--- config.mk ---
export PLATFORM = sky130hd
export DESIGN_NAME = irq_pend_unit
export DESIGN_NICKNAME = d
export VERILOG_FILES = /design/src/rtl/irq_pend_pkg.sv /design/src/rtl/irq_sync2.sv /design/src/rtl/irq_pin_slot.sv /design/src/rtl/irq_low_find.sv /design/src/rtl/irq_pend_unit.sv
export SDC_FILE = /design/constraint.sdc
export NUM_CORES = 1
export LEC_CHECK = 0
export ABC_AREA = 1
export BUFFER_PORTS_ARGS = -buffer_cell sky130_fd_sc_hd__buf_2
export CORE_MARGIN = 5
export CORE_UTILIZATION = 35
export DETAILED_ROUTE_END_ITERATION = 6
export PLACE_DENSITY = 0.56
export SLEW_MARGIN = 10
export SYNTH_ARGS = -nofsm -noshare
export SYNTH_HDL_FRONTEND = slang
export SYNTH_HIERARCHICAL = 1
export SYNTH_SLANG_ARGS = --single-unit
--- constraint.sdc ---
create_clock -name clk -period 2.9 [get_ports clk]
set_input_delay 0.58 -clock clk [delete_from_list [all_inputs] [get_ports clk]]
set_output_delay 0.58 -clock clk [all_outputs]
set_load 0.01 [all_outputs]
--- src/rtl/irq_pend_pkg.sv ---
// Shared register map for the interrupt pending and mask unit.
// Assumes a two-bit register address space.
package irq_pend_pkg;
    typedef enum logic [1:0] {
        REG_PEND = 2'd0,
        REG_MASK = 2'd1,
        REG_SENS = 2'd2,
        REG_NONE = 2'd3
    } reg_sel_t;
endpackage

--- src/rtl/irq_sync2.sv ---
// Two-flop synchronizer for asynchronous active-low request pins.
// Assumes that the idle pin level is high, so the flops reset to 1.
module irq_sync2 #(
    parameter int W = 8
) (
    input  logic         clk,
    input  logic         rst_n,
    input  logic [W-1:0] din,
    output logic [W-1:0] dout
);
    logic [W-1:0] meta_q;
    logic [W-1:0] stab_q;

    // Two-stage capture of the asynchronous inputs.
    always_ff @(posedge clk) begin
        if (!rst_n) begin
            meta_q <= '1;
            stab_q <= '1;
        end else begin
            meta_q <= din;
            stab_q <= meta_q;
        end
    end

    assign dout = stab_q;
endmodule

--- src/rtl/irq_pin_slot.sv ---
// Pending-bit logic for one external pin. In level mode the bit is the
// inverted synchronized pin. In edge mode it latches a high-to-low
// transition until a clear. A set wins over a clear in the same cycle.
// Leaving edge mode drops the latch. Assumes that pin_cur is already
// synchronized.
module irq_pin_slot (
    input  logic clk,
    input  logic rst_n,
    input  logic pin_cur,
    input  logic edge_mode,
    input  logic clr_hit,
    output logic pend
);
    logic prev_q;
    logic latch_q;
    logic fall;

    assign fall = prev_q & ~pin_cur;

    // Hold the previous synchronized level for edge detection.
    always_ff @(posedge clk) begin
        if (!rst_n) prev_q <= 1'b1;
        else        prev_q <= pin_cur;
    end

    // Latch falling edges; set beats clear; level mode empties the latch.
    always_ff @(posedge clk) begin
        if (!rst_n)          latch_q <= 1'b0;
        else if (!edge_mode) latch_q <= 1'b0;
        else if (fall)       latch_q <= 1'b1;
        else if (clr_hit)    latch_q <= 1'b0;
    end

    assign pend = edge_mode ? latch_q : ~pin_cur;
endmodule

--- src/rtl/irq_low_find.sv ---
// Finds the lowest-numbered set bit of a vector, combinationally.
// Assumes that W is a power of two or that IW covers W-1.
module irq_low_find #(
    parameter int W  = 32,
    parameter int IW = $clog2(W)
) (
    input  logic [W-1:0]  vec,
    output logic [IW-1:0] idx,
    output logic          found
);
    // Scan from the top so that the lowest set bit is the last one assigned.
    always_comb begin
        idx   = '0;
        found = 1'b0;
        for (int i = W - 1; i >= 0; i--) begin
            if (vec[i]) begin
                idx   = IW'(i);
                found = 1'b1;
            end
        end
    end
endmodule

--- src/rtl/irq_pend_unit.sv ---
// Interrupt pending and mask unit. Bits [N_PIN-1:0] belong to the external
// pins, and bits above them mirror the internal request lines. The register
// port decodes addresses 0 pending, 1 mask and 2 sensitivity. Writes act at
// the clock edge. Read data is registered.
module irq_pend_unit #(
    parameter int WIDTH = 32,
    parameter int N_PIN = 8
) (
    input  logic                       clk,
    input  logic                       rst_n,
    input  logic [WIDTH-N_PIN-1:0]     int_req,
    input  logic [N_PIN-1:0]           irq_pin_n,
    input  logic [1:0]                 reg_addr,
    input  logic                       reg_wr,
    input  logic [WIDTH-1:0]           reg_wdata,
    output logic [WIDTH-1:0]           reg_rdata,
    output logic                       irq_out,
    output logic [$clog2(WIDTH)-1:0]   act_idx,
    output logic                       act_valid
);
    import irq_pend_pkg::*;

    localparam int N_INT = WIDTH - N_PIN;
    localparam int IW    = $clog2(WIDTH);

    logic [WIDTH-1:0] mask_q;
    logic [N_PIN-1:0] sens_q;
    logic [N_PIN-1:0] pin_cur;
    logic [WIDTH-1:0] pend_vec;
    logic [WIDTH-1:0] enabled;
    reg_sel_t         sel;

    assign sel = reg_sel_t'(reg_addr);

    irq_sync2 #(.W(N_PIN)) u_sync (
        .clk  (clk),
        .rst_n(rst_n),
        .din  (irq_pin_n),
        .dout (pin_cur)
    );

    for (genvar k = 0; k < N_PIN; k++) begin : g_pin
        irq_pin_slot u_slot (
            .clk      (clk),
            .rst_n    (rst_n),
            .pin_cur  (pin_cur[k]),
            .edge_mode(sens_q[k]),
            .clr_hit  (reg_wr && sel == REG_PEND && reg_wdata[k]),
            .pend     (pend_vec[k])
        );
    end

    assign pend_vec[WIDTH-1:N_PIN] = int_req[N_INT-1:0];

    // Mask and sensitivity registers written from the register port.
    always_ff @(posedge clk) begin
        if (!rst_n) begin
            mask_q <= '0;
            sens_q <= '0;
        end else if (reg_wr) begin
            if (sel == REG_MASK) mask_q <= reg_wdata;
            if (sel == REG_SENS) sens_q <= reg_wdata[N_PIN-1:0];
        end
    end

    // Registered read multiplexer.
    always_ff @(posedge clk) begin
        if (!rst_n) reg_rdata <= '0;
        else begin
            unique case (sel)
                REG_PEND: reg_rdata <= pend_vec;
                REG_MASK: reg_rdata <= mask_q;
                REG_SENS: reg_rdata <= WIDTH'(sens_q);
                default:  reg_rdata <= '0;
            endcase
        end
    end

    assign enabled = pend_vec & mask_q;
    assign irq_out = |enabled;

    irq_low_find #(.W(WIDTH), .IW(IW)) u_find (
        .vec  (enabled),
        .idx  (act_idx),
        .found(act_valid)
    );
endmodule

Yosys cells after proc, flatten, opt, wreduce, memory -nomap -nowiden
Cells that the tools add are included.
Word-level totals
  register bits after elaboration: 104
  input bits: 69
  output and inout port bits: 39
Operators by class
  equal/unequal tests: 2
  multiplexer cells: 89
  bitwise operators: 17
  reduce and logical (&&, ||, !) cells: 29
Operators by type and width (count)
  $mux 5: 32
  $pmux 32 s3: 1
  $mux 1: 56
  $and 32x32->32: 1
  $reduce_or 32->1: 1
  $reduce_and 2->1: 10
  $reduce_bool 2->1: 8
  $logic_and 1x1->1: 9
  $and 1x1->1: 8
  $not 1->1: 8
  $eq 2x1->1 const B: 1
  $eq 2x2->1 const B: 1
  $logic_not 2->1: 1

Depth between registers and ports, before layout
  depth after elaboration: 35
  gate-level depth with buffers: 33
  mapped depth without buffers: 33

Hierarchy
Netlist, hierarchy kept.
By module, submodules not included
  irq_pend_unit: instances 1, cells each 458, area an instance 3086.7 µm², seq. area each 1441.4 µm²
  irq_pin_slot: instances 8, cells each 11, area an instance 82.6 µm², seq. area each 40.0 µm²
  irq_sync2: instances 1, cells each 50, area an instance 479.2 µm², seq. area each 320.3 µm²
  irq_low_find: instances 1, cells each 107, area an instance 442.9 µm², seq. area each 0.0 µm²

Worst setup path before layout
Ideal clock, no wire load.
  path type: input-to-output
  start point: input int_req[22]
  end point: output act_idx[0]
  data arrival time: 2.099 ns
  required time: 2.320 ns
  setup slack: 0.221 ns
  stages on the path: 33
  buffers on the path: 0
  path through: nand2_1 -> inv_1 -> inv_1 -> nand2_1 -> nand2_1 -> nand2_1 -> nand2_1 -> nand2_1 -> nand2_1 -> nand2_1 -> nand2_1 -> nand2_1 -> nand2_1 -> nand2_1 -> nand2_1 -> nand2_1 -> nand2_1 -> nand2_1 -> nand2_1 -> nand2_1 -> nand2_1 -> nand2_1 -> nand2_1 -> nand2_1 -> nand2_1 -> nand2_1 -> nand2_1 -> nand2_1 -> nand2_1 -> nand2_1 -> nand2_1 -> nand2_1 -> a21oi_2
Between the ends
  longest elaborated chain between the ends: 32
RTL lines
  start, declared: RTL line irq_pend_unit.sv:11  | input logic [WIDTH-N_PIN-1:0] int_req,
  $and 32x32->32: RTL line irq_pend_unit.sv:79  | assign enabled = pend_vec & mask_q;
  via enabled[30]: RTL line irq_pend_unit.sv:30  | logic [WIDTH-1:0] enabled;
  $mux 5 (31 in a row): RTL line irq_low_find.sv:16  | if (vec[i]) begin
  end, declared: RTL line irq_pend_unit.sv:18  | output logic [$clog2(WIDTH)-1:0] act_idx,
The timed path passes the listed nets, and every way through them passes these cells.

Worst setup path in the final report
Same ends and word-level chain as after synthesis.

==> results by group <==
Critical path
  • RR Endpoint: reg_rdata[7]
  • R2R Path Start: sens_q[7]
  • WP data required: 2.32 ns
  • Startpoint types: input port
  • Worst R2R Setup Slack: 1.91 ns
  • Worst-case reg-to-reg path depth: 5
  • Most frequent CP cell: nand2_1
  • Crit path DAT: 2.51 ns
  • Max incr delay on CP: 0.16 ns
  • Crit path max-delay cell type: a21oi_2
  • Setup CP Type: input port to output pin
  • CP Capture Type: output pin
  • Crit-path max FO: 2

Logic synthesis
  • Unique masters post-synth: 24
  • Commonest cells in the netlist: nand2_1, inv_1, dfxtp_1, a21oi_1, nand3_1
  • Top cells by area, synth: dfxtp_1, nand2_1, inv_1, a21oi_1, nand3_1
  • Mapped Cells: 703
  • FFs w/ async S/R, synth: 0%
  • Top_reg_cell synth: dfxtp_1
  • Register area share after synthesis: 44.6%
  • Post-Syn Area: 4670 µm²
  • Synth Area per Inst: 6.64 µm²
  • Syn nets: 772
  • Synth warnings: 6
  • Synthesized flop and latch total: 104
  • Count leader, synth: nand2_1
  • Post-synth EDFFs: 0
  • Area leader, netlist: dfxtp_1
  • Share of the synthesized area in the top cell type: 44.6%

Timing
  • Max_slew headroom: 58.5%
  • Achievable Freq: 323 MHz
  • PnR worst setup slack: -0.192 ns
  • Hold_ws: 0.396 ns
  • Count of final setup violators: 2
  • Clock Skew: 0.00680 ns
  • Fin. max-slew vios: 0
  • Final hold violations: 0
  • Fin crit period: 3.09 ns
  • Final period util: 107%
  • RSZ-0062 raised after global routing: yes
  • Worst Max-Slew Pin Slew: 0.621 ns

Clocking
  • CTS Buf Count: 9
  • Worst-path clk slew: 0.07 ns
  • Clock Tree Buf Depth: 2
  • Sink Count: 104
  • Root buf cell: clkbuf_16
  • H-tree level count: 3
  • Later-pin clock latency in the skew report: 0.35 ns
  • TritonCTS clock tree: built

Power
  • Power density cells: 532 nW/µm²
  • Total Power: 0.00307 W
  • Peak VDD IR: 211 µV
  • P_leak: 3.01 nW

Cells and area
  • Share of cells above drive strength 1: 23.7%
  • Layout fillers: 1411
  • Area of the multi-input gates: 1990 µm²
  • Diode count: 0
  • Final instance area: 5770 µm²
  • Fin nets: 887
  • Area Growth Syn to Fin: 23.5%
  • Register area: 2090 µm²

Placement
  • Port Buffers: 107
  • Instance area at placement: 5430 µm²
  • Detailed Place HPWL: 8560 µm
  • Final RePlAce weighted congestion: 0.792

Detailed routing
  • Routed vias/inst: 4.41
  • DRT antenna net count: 0
  • 1st-pass router iterations: 6
  • Routed WL: 11400 µm
  • Initial DRC count: 215
  • Routed via count: 4402
  • Avg WL per Cell: 11.4 µm
  • Residual DRC: 0

Outcome
  • Status: finished with violations
  • Failing checks: setup timing

Min path
  • Hold_sp: irq_pin_n[1]
  • Hold path depth: 3
  • Hold crit path type: input port to flip-flop
  • Worst Hold Path EP: u_sync/meta_q[1]

Floorplan
  • Ports: 108
  • Die footprint: 15800 µm²
  • Die height: 126 µm
  • Core area: 13100 µm²
  • Starting Density: 35.5%
  • Die W: 126 µm
  • Rows: 42

Global routing
  • Total track usage: 14.6%
  • Number of global-route vias before repair: 4153
  • Initial antenna violation count: 0
  • Largest net degree at the start of global routing: 41
  • First-pass GRT wire length: 18900 µm
  • GRT overflow: 0

Job
  • Max-cap viol count: 0
==> placed cells by master, fill, tap and decap left out, drive strengths merged <==
master	n
a311oi	1
nor2	35
clkbuf	9
bufinv	1
nor4	3
nand2	274
nor3	2
o31ai	1
o21bai	1
clkinv	2
a211oi	1
clkinvlp	3
o21ai	9
a21oi	76
a31oi	1
inv	118
nand3	50
dfxtp	104
buf	132
==> metal layers <==
metal | global-route usage (%) | share of wire (%)
met3 | 3.80 | 5.9
met1 | 18.3 | 47
met5 | 0 | 0
met2 | 24.4 | 46
met4 | 4.97 | 1.4
==> kinds of logic after synthesis <==
kind of cell,count (synthesis),share of synthesized area (%)
simple gates,364,31.5
buf+inv,145,13.3
flops,104,44.6
compound gates,90,10.6
==> power by group <==
group          internal [W]  switching [W]  leakage (nW)
clock              0.000669       0.000538         0.138
combinational      0.000144       0.000222          2.02
sequential          0.00147      0.0000226         0.849
==> area by class of cell <==
class	count	share of cell area (%)
Sequential cell	104	36.2
Multi-Input combinational cell	454	34.5
Timing Repair Buffer	132	12.8
Inverter	117	7.62
Clock buffer	9	3.91
Tap cell	176	3.82
Clock inverter	7	1.24
==> stage by stage <==
stage                     worst slack [ns]  cells  setup TNS, ns  util (%)
after global routing                -0.514    999         -0.981      43.9
after detailed placement            -0.247    980         -0.297      41.4
final                               -0.192    999         -0.367      43.9
after CTS                           -0.242    999         -0.439      43.9
after global placement              -0.235    980         -0.274      41.4
after floorplan                      0.221    703              0         -
==> how the worst max path moves through the flow <==
stage / cells after the start / to / slack [ns] / startpoint
5_1_grt: 33 / act_idx[0] / -0.51 / mask_q[31]
3_3_place_gp: 35 / act_idx[0] / -0.24 / int_req[22]
6_report: 35 / act_idx[0] / -0.19 / int_req[22]
4_1_cts: 34 / act_idx[0] / -0.24 / mask_q[30]
3_5_place_dp: 35 / act_idx[0] / -0.25 / int_req[22]
2_1_floorplan: 33 / act_idx[0] / 0.22 / int_req[22]
==> timing repair <==
action                     in CTS  in global routing
setup endpoints to repair       2                  2
gates resized for setup         8                  3
buffers inserted                3                  0
hold buffers                    0                  0
pin swaps                       7                  2
==> critical path: cells and delay by family <==
kind	cells	cell delay, ns
AO/OA/AOI/OAI	1	0.16
AND/OR/NAND/NOR	30	1.44
buffers and inverters	4	0.34
==> registers in the layout, indices dropped and copies added, names as in the netlist <==
signal / count
g_pin.u_slot/prev_q: 8
mask_q: 32
sens_q: 8
u_sync/meta_q: 8
g_pin.u_slot/latch_q: 8
u_sync/dout: 8
reg_rdata: 32
Power figures use the tool's default switching activity.
